==> config.mk <==
export PLATFORM = sky130hd
export DESIGN_NAME = periph_clk_unit
export DESIGN_NICKNAME = d
export VERILOG_FILES = /design/src/rtl/pcu_pkg.sv /design/src/rtl/pcu_regs.sv /design/src/rtl/pcu_div_chan.sv /design/src/rtl/pcu_datapath.sv /design/src/rtl/periph_clk_unit.sv
export SDC_FILE = /design/constraint.sdc
export NUM_CORES = 1
export LEC_CHECK = 0
export BUFFER_PORTS_ARGS = -buffer_cell sky130_fd_sc_hd__buf_2
export CAP_MARGIN = 40
export CORE_MARGIN = 10
export CORE_UTILIZATION = 37
export CTS_CLUSTER_DIAMETER = 100
export DETAILED_ROUTE_END_ITERATION = 7
export PLACE_DENSITY = 0.57
export SETUP_SLACK_MARGIN = 0.15
export SYNTH_ARGS = -nofsm -noshare
export SYNTH_HDL_FRONTEND = slang
export SYNTH_SLANG_ARGS = --single-unit
==> constraint.sdc <==
create_clock -name clk -period 4.05 [get_ports clk]
set_input_delay 0.6075 -clock clk [delete_from_list [all_inputs] [get_ports clk]]
set_output_delay 0.6075 -clock clk [all_outputs]
set_load 0.1 [all_outputs]
==> src/rtl/pcu_pkg.sv <==
package pcu_pkg;
  localparam int NCH  = 16;
  localparam int MAXW = 9;
  localparam int LDW  = 5;
  localparam int AW   = 3;
  localparam int DW   = 32;

  localparam logic [AW-1:0] ADDR_CTRL = 3'd0;
  localparam logic [AW-1:0] ADDR_STOP = 3'd1;
  localparam logic [AW-1:0] ADDR_AUD  = 3'd2;
  localparam logic [AW-1:0] ADDR_LPIX = 3'd3;
  localparam logic [AW-1:0] ADDR_MMC  = 3'd4;
  localparam logic [AW-1:0] ADDR_UHC  = 3'd5;
  localparam logic [AW-1:0] ADDR_SPI  = 3'd6;

  localparam int CH_SPI = 4;
  localparam int CH_AUD = 6;
  localparam int CH_MMC = 7;
  localparam int CH_LPX = 10;
  localparam int CH_UDC = 11;
  localparam int CH_UHC = 14;

  // divider width per channel index; 0 means a plain pass-through channel
  function automatic int divWidth(input int ch);
    case (ch)
      CH_SPI:  return 4;
      CH_AUD:  return 9;
      CH_MMC:  return 5;
      CH_LPX:  return 9;
      CH_UDC:  return 6;
      CH_UHC:  return 4;
      default: return 0;
    endcase
  endfunction

  typedef struct packed {
    logic [NCH-1:0]           stop;
    logic [NCH-1:0]           usePll;
    logic [NCH-1:0][MAXW-1:0] divField;
    logic                     halfMode;
    logic [LDW-1:0]           lcdDevDiv;
  } pcu_cfg_t;
endpackage

==> src/rtl/pcu_regs.sv <==
module pcu_regs
  import pcu_pkg::*;
(
  input  logic          clk,
  input  logic          rstN,
  input  logic          wrEn,
  input  logic [AW-1:0] wrAddr,
  input  logic [DW-1:0] wrData,
  output pcu_cfg_t      cfg
);
  logic           audSrc, udcSrc, spiSrc, halfMode;
  logic [5:0]     udcDiv;
  logic [LDW-1:0] lcdDevDiv;
  logic [NCH-1:0] stopMask;
  logic [8:0]     audDiv, lpixDiv;
  logic [4:0]     mmcDiv;
  logic [3:0]     uhcDiv, spiDiv;

  always_ff @(posedge clk) begin
    if (!rstN) begin
      audSrc <= 1'b0; udcSrc <= 1'b0; spiSrc <= 1'b0; halfMode <= 1'b0;
      udcDiv <= '0; lcdDevDiv <= '0; stopMask <= '0;
      audDiv <= '0; lpixDiv <= '0; mmcDiv <= '0; uhcDiv <= '0; spiDiv <= '0;
    end else if (wrEn) begin
      case (wrAddr)
        ADDR_CTRL: begin
          audSrc    <= wrData[31];
          udcSrc    <= wrData[29];
          udcDiv    <= wrData[28:23];
          halfMode  <= wrData[21];
          lcdDevDiv <= wrData[20:16];
        end
        ADDR_STOP: stopMask <= wrData[NCH-1:0];
        ADDR_AUD:  audDiv   <= wrData[8:0];
        ADDR_LPIX: lpixDiv  <= wrData[8:0];
        ADDR_MMC:  mmcDiv   <= wrData[4:0];
        ADDR_UHC:  uhcDiv   <= wrData[3:0];
        ADDR_SPI: begin
          spiSrc <= wrData[31];
          spiDiv <= wrData[3:0];
        end
        default: ;
      endcase
    end
  end

  always_comb begin
    cfg = '0;
    cfg.stop               = stopMask;
    cfg.halfMode           = halfMode;
    cfg.lcdDevDiv          = lcdDevDiv;
    cfg.usePll[CH_SPI]     = spiSrc;
    cfg.usePll[CH_AUD]     = audSrc;
    cfg.usePll[CH_MMC]     = 1'b1;
    cfg.usePll[CH_LPX]     = 1'b1;
    cfg.usePll[CH_UDC]     = udcSrc;
    cfg.usePll[CH_UHC]     = 1'b1;
    cfg.divField[CH_SPI]   = MAXW'(spiDiv);
    cfg.divField[CH_AUD]   = MAXW'(audDiv);
    cfg.divField[CH_MMC]   = MAXW'(mmcDiv);
    cfg.divField[CH_LPX]   = MAXW'(lpixDiv);
    cfg.divField[CH_UDC]   = MAXW'(udcDiv);
    cfg.divField[CH_UHC]   = MAXW'(uhcDiv);
  end

  // stop mask changes only through a write to its address
  assert_stop_hold_R1: assert property (@(posedge clk) disable iff (!rstN)
    !(wrEn && wrAddr == ADDR_STOP) |=> $stable(stopMask));
endmodule

==> src/rtl/pcu_div_chan.sv <==
module pcu_div_chan #(
  parameter int W    = 4,
  parameter int MAXW = 9
) (
  input  logic            clk,
  input  logic            rstN,
  input  logic            extTick,
  input  logic            halfTick,
  input  logic            usePll,
  input  logic [MAXW-1:0] divVal,
  input  logic            stop,
  output logic            outEn
);
  logic [W-1:0] cnt, cur;
  logic         advance, term;

  assign advance = usePll && halfTick;
  assign term    = advance && (cnt == cur);

  always_ff @(posedge clk) begin
    if (!rstN) begin
      cnt <= '0;
      cur <= '0;
    end else if (advance) begin
      if (cnt == cur) begin
        cnt <= '0;
        cur <= divVal[W-1:0];
      end else begin
        cnt <= cnt + 1'b1;
      end
    end
  end

  assign outEn = (usePll ? term : extTick) && !stop;

  generate
    if (W < MAXW) begin : g_hi
      logic unusedHi;
      assign unusedHi = ^divVal[MAXW-1:W];
    end
  endgenerate

  assert_cnt_bound_R10: assert property (@(posedge clk) disable iff (!rstN)
    cnt <= cur);
  assert_cur_hold_R10: assert property (@(posedge clk) disable iff (!rstN)
    !term |=> $stable(cur));
  assert_stop_quiet_R1: assert property (@(posedge clk) disable iff (!rstN)
    stop |-> !outEn);
endmodule

==> src/rtl/pcu_datapath.sv <==
module pcu_datapath
  import pcu_pkg::*;
(
  input  logic           clk,
  input  logic           rstN,
  input  logic           extTick,
  input  logic           pllTick,
  input  pcu_cfg_t       cfg,
  output logic [NCH-1:0] chanEn,
  output logic           lcdDevEn
);
  logic halfPhase, halfTick;

  always_ff @(posedge clk) begin
    if (!rstN || !cfg.halfMode) halfPhase <= 1'b0;
    else if (pllTick)           halfPhase <= ~halfPhase;
  end

  assign halfTick = pllTick && (!cfg.halfMode || halfPhase);

  genvar i;
  generate
    for (i = 0; i < NCH; i++) begin : g_ch
      localparam int W = divWidth(i);
      if (W > 0) begin : g_div
        pcu_div_chan #(.W(W), .MAXW(MAXW)) u_chan (
          .clk(clk), .rstN(rstN), .extTick(extTick), .halfTick(halfTick),
          .usePll(cfg.usePll[i]), .divVal(cfg.divField[i]),
          .stop(cfg.stop[i]), .outEn(chanEn[i]));
      end else begin : g_pass
        assign chanEn[i] = extTick && !cfg.stop[i];
      end
    end
  endgenerate

  pcu_div_chan #(.W(LDW), .MAXW(MAXW)) u_lcdDev (
    .clk(clk), .rstN(rstN), .extTick(extTick), .halfTick(halfTick),
    .usePll(1'b1), .divVal({{(MAXW-LDW){1'b0}}, cfg.lcdDevDiv}),
    .stop(1'b0), .outEn(lcdDevEn));

  logic unusedCfg;
  assign unusedCfg = ^cfg;

  assert_half_gap_R8: assert property (@(posedge clk) disable iff (!rstN)
    (cfg.halfMode && halfTick) |=> !(cfg.halfMode && halfTick));
  assert_half_src_R8: assert property (@(posedge clk) disable iff (!rstN)
    halfTick |-> pllTick);
endmodule

==> src/rtl/periph_clk_unit.sv <==
module periph_clk_unit
  import pcu_pkg::*;
(
  input  logic          clk,
  input  logic          rstN,
  input  logic          wrEn,
  input  logic [2:0]    wrAddr,
  input  logic [31:0]   wrData,
  input  logic          extTick,
  input  logic          pllTick,
  output logic [15:0]   chanEn,
  output logic          lcdDevEn
);
  pcu_cfg_t cfg;

  pcu_regs u_regs (
    .clk(clk), .rstN(rstN), .wrEn(wrEn), .wrAddr(wrAddr),
    .wrData(wrData), .cfg(cfg));

  pcu_datapath u_dp (
    .clk(clk), .rstN(rstN), .extTick(extTick), .pllTick(pllTick),
    .cfg(cfg), .chanEn(chanEn), .lcdDevEn(lcdDevEn));
endmodule

## Yosys cells after proc, flatten, opt, wreduce, memory -nomap -nowiden

Index checks and enable logic that the tools add are counted.

| cells by class | value |
|---|---|
| add/sub/neg operators | 7 |
| equality and inequality tests | 13 |
| mux-type cells | 10 |
| bitwise logic cells | 1 |
| reduce and logical (&&, ||, !) cells | 62 |

Operators with widths:

| kind | count |
|---|---|
| 2-bit AND reduction | 14 |
| 1-bit logical AND | 27 |
| 9-bit by 1-bit adder with 9-bit output (second input constant) | 2 |
| 9-bit == test | 2 |
| 1-bit zero test | 18 |
| 9-bit two-way mux | 2 |
| 5-bit by 1-bit adder with 5-bit output (second input constant) | 2 |
| 5-bit == test | 2 |
| 5-bit two-way mux | 2 |
| 3-bit == test (second input constant) | 3 |
| 4-bit by 1-bit adder with 4-bit output (second input constant) | 2 |
| 4-bit == test | 2 |
| 4-bit two-way mux | 2 |
| 6-bit by 1-bit adder with 6-bit output (second input constant) | 1 |
| 3-bit by 2-bit == test with 1-bit output (second input constant) | 2 |
| 6-bit == test | 1 |
| 6-bit two-way mux | 1 |
| 3-bit by 1-bit == test with 1-bit output (second input constant) | 1 |
| 3-bit zero test | 1 |
| 1-bit two-way mux | 3 |
| 1-bit logical OR | 2 |
| 1-bit NOT | 1 |

| storage, ports and cells | value |
|---|---|
| register bits after elaboration | 147 |
| bits of input ports | 40 |
| output and inout bits | 17 |

## Depth between registers and ports, before layout

| depth | value |
|---|---|
| word-level depth | 7 |
| gate-level depth with buffers | 7 |
| depth with buffers taken out | 5 |

## By module

From an unflattened synthesis, not the netlist that was laid out.

| unflattened totals | value |
|---|---|
| cells, all modules | 861 |
| area, all modules | 7930.1 um^2 |

By module, submodules not included:

| module | instances | cells an instance | area an instance (um^2) | seq. area each (um^2) |
|---|---|---|---|---|
| pcu_regs | 1 | 366 | 3310.7 | 1241.2 |
| pcu_div_chan at u_dp.g_ch[10].g_div.u_chan ... | 2 | 102 | 1006.0 | 360.3 |
| pcu_div_chan at u_dp.g_ch[7].g_div.u_chan ... | 2 | 52 | 499.2 | 200.2 |
| pcu_div_chan at u_dp.g_ch[14].g_div.u_chan ... | 2 | 54 | 432.9 | 160.2 |
| pcu_div_chan at u_dp.g_ch[11].g_div.u_chan | 1 | 62 | 626.9 | 240.2 |
| pcu_datapath | 1 | 17 | 116.4 | 20.0 |

## Worst setup path after synthesis

No wires, ideal clock.

| timing path | value |
|---|---|
| path kind | input-to-output |
| start point | input pllTick |
| end point | output lcdDevEn |
| data arrival time | 2.979 ns |
| slack | 0.464 ns |
| stages on the path | 3 |
| path through | buf_4 nand4_4 nor3_1 |

| between the ends | value |
|---|---|
| cells in the longest elaborated chain, start to end | 2 |

Ends and longest elaborated chain:

| element | RTL line | source |
|---|---|---|
| from (decl) | periph_clk_unit.sv:10 | `input logic pllTick,` |
| 1-bit logical AND | pcu_datapath.sv:19 | `assign halfTick = pllTick && (!cfg.halfMode \|\| halfPhase);` |
| 1-bit logical AND | pcu_div_chan.sv:18 | `assign term = advance && (cnt == cur);` |
| to (decl) | periph_clk_unit.sv:12 | `output logic lcdDevEn` |

Every way passes these cells.

## Final worst setup path

| timing path | value |
|---|---|
| start point | register u_dp.halfPhase |
| end point | output chanEn[6] |

| between the ends | value |
|---|---|
| cells in the longest elaborated chain, start to end | 6 |

Ends and longest elaborated chain:

| element | RTL line | source |
|---|---|---|
| from (decl) | pcu_datapath.sv:12 | `logic halfPhase, halfTick;` |
| from (signal assigned) | pcu_datapath.sv:16 | `else if (pllTick) halfPhase <= ~halfPhase;` |
| 1-bit logical OR | pcu_datapath.sv:19 |  |
| 1-bit logical AND | pcu_datapath.sv:19 |  |
| 1-bit logical AND | pcu_div_chan.sv:17 | `assign advance = usePll && halfTick;` |
| 1-bit logical AND | pcu_div_chan.sv:18 |  |
| 1-bit two-way mux | pcu_div_chan.sv:34 | `assign outEn = (usePll ? term : extTick) && !stop;` |
| 1-bit logical AND | pcu_div_chan.sv:34 |  |
| to (decl) | periph_clk_unit.sv:11 | `output logic [15:0] chanEn,` |

Every way passes these cells.

==> metrics list <==
- The flow ran to the end, and the final reports show no timing, DRC or antenna violations.
- Max-slew violation count: 0
* Area delta synth->final: 15.2%
- Post-route antenna net violation count: 0
- The total area inside the core boundary comes to 0.0174 mm^2.
- The share of total power dissipated in sequential elements is 0.427.
* Final HPWL from detailed placement: 10.5 mm
- Between clock sinks in the finished design, the worst skew comes to 0.00953 ns.
- Dividing the final minimum period by the clock period gives 0.749.
- Number of buffers on the longest clock path: 2
* Number of global-route vias before repair: 5165
* Quantity of I/O buffers inserted on ports: 54
* Maximum number of pins on one net before global-route repair: 62
- For this configuration, the core starts out at a cell density of 0.380.
* Slew headroom: 0.454
- Across all layers, the routed design uses 5251 vias.
* Adder-cell share of the synthesized area: 0.0133
- Required time of the worst setup path: 3.44 ns
* TritonCTS clock tree: done
* DRT Pass-1 Iters: 4
* Classification of the worst setup path: register to output port
- The most used flip-flop cell after synthesis is dfxtp_1.
- 1st-iter DRT viols: 249
* Floorplan die width: 154 um
- GR Overflow Total: 0
* Switching Fraction: 0.246
* Mapped cell area: 0.00661 mm^2
* Hold path startpoint: wrData[20]
* Count of flip-flops with a built-in enable after synthesis: 0
* Largest vdd supply drop: 0.000293 V
- Arrival time of the worst setup path: 2.43 ns
- After layout, the minimum clock period comes to 3.03 ns.
- Clock latency reported for the late side of the worst-skew pair: 0.42 ns
- For this run, the slowest stage of the critical path takes 0.42 ns.
* Top post-synthesis cells by count: nand2_1, dfxtp_1, a21oi_1, xnor2_1, nor2_1
- Number of failing hold endpoints at the final stage: 0
- Overall die height: 154 um
- The signal on the critical path passes through nand2b_4, nand2_4, nor4_2, buf_4, o21ba_2, buf_2.
* Post-Route Setup TNS: 0 ns
- Part of the power in the clock network: 0.481
* Psw: 855 uW
- Of the total synthesized cell area, the portion taken by AND, OR, NAND and NOR gates is 0.252.
* Clock tree root driver cell: clkbuf_16
* Lkg Pwr: 2.72 nW
* Std-Cell Rows: 48
* DR DRC count: 0
- In this run the number of H-tree levels came out at 4.
- When the netlist entered floorplanning its net count stood at 814.
- Reg-to-reg startpoint: u_dp.halfPhase$_SDFFE_PP0P_
- Final wirelength: 15.7 mm
- Share of final-layout standard cells stronger than drive strength 1: 0.139
* Synth Area in XOR/XNOR: 0.101
- # resized after CTS: 0
- Unrepaired setup endpoints after global routing: no
* Cell taking the most area after synthesis: dfxtp_1
- For this run, the total global-route usage over all layers was measured as 0.133.
- Type of origin of the critical path: register
- Placer congestion estimate: 0.791
- Setup violators final: 0
- Die Area: 0.0236 mm^2
- For this run, the post-layout net count is 850.
- Counting both buffers and inverters, the worst setup path holds a total of 2.
- After detailed routing, the number of vias per cell comes to 5.05.
- The worst hold path passes through 3 cells.
- Mean area per synthesized cell: 8.62 um^2
- Final hold analysis gives a worst-case slack of 0.418 ns.
- The compound-cell area share of the yosys netlist is 0.104.
- Post-Syn Instances: 767
- Min-Delay Path Class: input port to register
- Cell-internal power: 2.62 mW
- Cts-stage hold buffer count: 0
- The repair_antennas step left the layout with diodes totalling 0.
* Top delay family on crit path: simple AND/OR/NAND/NOR gates
- Global-route wire length before repair: 26.3 mm
- Register-to-Register Path Depth: 4
- By area, the combinational part of the netlist is dominated by simple AND/OR/NAND/NOR gates.
- For hold timing, the worst endpoint is u_regs.lcdDevDiv[4]$_SDFFE_PN0P_.
- Dividing total power by cell area gives a power density of 457 mW/mm^2.
* Most area-consuming cells after synthesis: dfxtp_1, nand2_1, xnor2_1
- Critical R2R Capture: u_dp.g_ch[11].g_div.u_chan.cnt[3]$_SDFFE_PN0N_
- Clock-pin slew was measured on the worst setup and hold paths at 0.06 ns.
- STA classifies the critical path endpoint as an output port.
- Max FO, Critical Path: 31
- Of the synthesized area, sequential elements account for 0.445.
- Crit path max-delay cell type: buf_2
- The initial antenna violation count is 0.
* Most frequently used cell type in the post-synthesis netlist: nand2_1
- Average detailed-routed wire length per instance: 15.1 um
- Of all flip-flops after synthesis, the portion carrying an async set or reset was 0.
* Postcts setup bufs: 0
- In this run, CTS created clock tree buffers numbering 17.
- The Yosys step of the flow raised 0 warnings.
* Power share of the combinational group: 0.092
- For the pin with the worst max-slew slack, the measured transition is 0.818 ns.
- Reg2Reg Setup Slack: 2.16 ns
- Count of unique library cells instantiated by Yosys: 45
- # IOs: 57
- Derived from the worst setup path, the maximum achievable clock frequency is 0.330 GHz.
* Number of maximum-capacitance constraint violations: 0
- CTS Sinks: 147
- After synthesis the netlist holds a flip-flop and latch count of 147.
- The share of synthesized area in the top cell type comes to 0.445.
- Post-synthesis mux area share: 0.0485
state kept, by name (all words and copies together) (netlist names):
signal,count
u_regs.spiDiv,4
u_dp.halfPhase,1
u_regs.lcdDevDiv,5
u_regs.stopMask,16
u_regs.lpixDiv,9
u_regs.mmcDiv,5
u_regs.udcSrc,1
u_regs.spiSrc,1
u_regs.audDiv,9
u_regs.uhcDiv,4
u_regs.udcDiv,6
u_dp.g_ch.g_div.u_chan.cnt,37
u_dp.u_lcdDev.cnt,5
u_dp.u_lcdDev.cur,5
u_dp.g_ch.g_div.u_chan.cur,37
u_regs.audSrc,1
u_regs.halfMode,1
how the worst max path moves through the flow:
stage | start | to | slack (ns) | cells past startpoint
final | u_dp.halfPhase$_SDFFE_PP0P_ | chanEn[6] | 1.02 | 6
after global routing | u_dp.halfPhase$_SDFFE_PP0P_ | chanEn[6] | 0.86 | 6
after CTS | u_dp.halfPhase$_SDFFE_PP0P_ | chanEn[6] | 0.99 | 6
after detailed placement | pllTick | chanEn[6] | 1.04 | 7
after global placement | pllTick | chanEn[6] | 1.05 | 7
after floorplan | pllTick | lcdDevEn | 0.46 | 3
per-stage QoR:
step / area (um^2) / setup slack (ns) / total power, mW / std cells / util
4_1_cts: 7610 / 0.993 / 3.51 / 1039 / 0.437
3_5_place_dp: 6990 / 1.04 / 1.84 / 1009 / 0.401
5_1_grt: 7610 / 0.865 / 3.60 / 1039 / 0.437
2_1_floorplan: 6610 / 0.464 / 1.77 / 767 / -
6_report: 7610 / 1.02 / 3.48 / 1039 / 0.437
3_3_place_gp: 6980 / 1.05 / 1.84 / 1008 / 0.401
cells in the final DEF, fill, tap and decap left out, drive strengths merged:
cell / synthesis / layout
bufinv: 0 / 4
nor3b: 1 / 1
or4: 2 / 2
buf: 25 / 60
nand3: 35 / 35
clkinv: 0 / 2
clkinvlp: 0 / 1
mux2i: 32 / 32
nor2: 52 / 52
or3: 2 / 2
and4: 7 / 7
xnor2: 55 / 55
clkbuf: 18 / 22
nor4b: 2 / 2
nand2b: 4 / 4
and2: 8 / 8
o21ai: 18 / 18
nor2b: 15 / 15
nand4b: 1 / 1
inv: 2 / 3
and3: 9 / 9
a21oi: 84 / 84
nor3: 8 / 8
o21ba: 1 / 1
xor2: 21 / 21
ha: 7 / 7
o31ai: 14 / 14
nand4: 31 / 31
o41ai: 2 / 2
dfxtp: 147 / 147
nor4: 4 / 4
nand2: 160 / 160
metal layers:
metal	wire, um	part of all wire	vias to the layer above	GRT usage
li1	-	-	2696	-
met1	7680	0.49	2477	0.174
met3	467	0.030	18	0.0296
met2	7380	0.47	60	0.212
met5	0	0	-	0
met4	188	0.012	0	0.0441
cells by family after synthesis:
family	Yosys count
adders and majority gates	7
xor gates and xnor gates	76
and+or+nand+nor	341
DFF	147
buffers and inverters	45
muxes	32
AOI/OAI and AO/OA	119
power groups by stage:
stage               Clock, mW  Sequential, mW  Combinational (mW)
CTS                      1.70            1.49               0.323
floorplan                   0            1.51               0.256
finish                   1.67            1.49               0.319
global placement            0            1.52               0.321
global route             1.77            1.49               0.346
detailed placement          0            1.52               0.321
final cells by class:
| type | count | area (um^2) |
|---|---|---|
| tap | 225 | 282 |
| multi-input combinational | 575 | 3440 |
| inverter | 2 | 7.51 |
| sequential | 147 | 2940 |
| timing repair buffer | 60 | 319 |
| clock buffer | 22 | 474 |
| clock inverter | 8 | 150 |
| fill | 1777 | 9800 |
worst reg2reg max path, delay by kind of cell, from the launching register on:
kind,cells,cell delay [ns]
and+or+nand+nor,3,0.81
DFF,1,0.37
AOI/OAI and AO/OA,1,0.59
No activity file was read; power rests on OpenSTA's default activity.
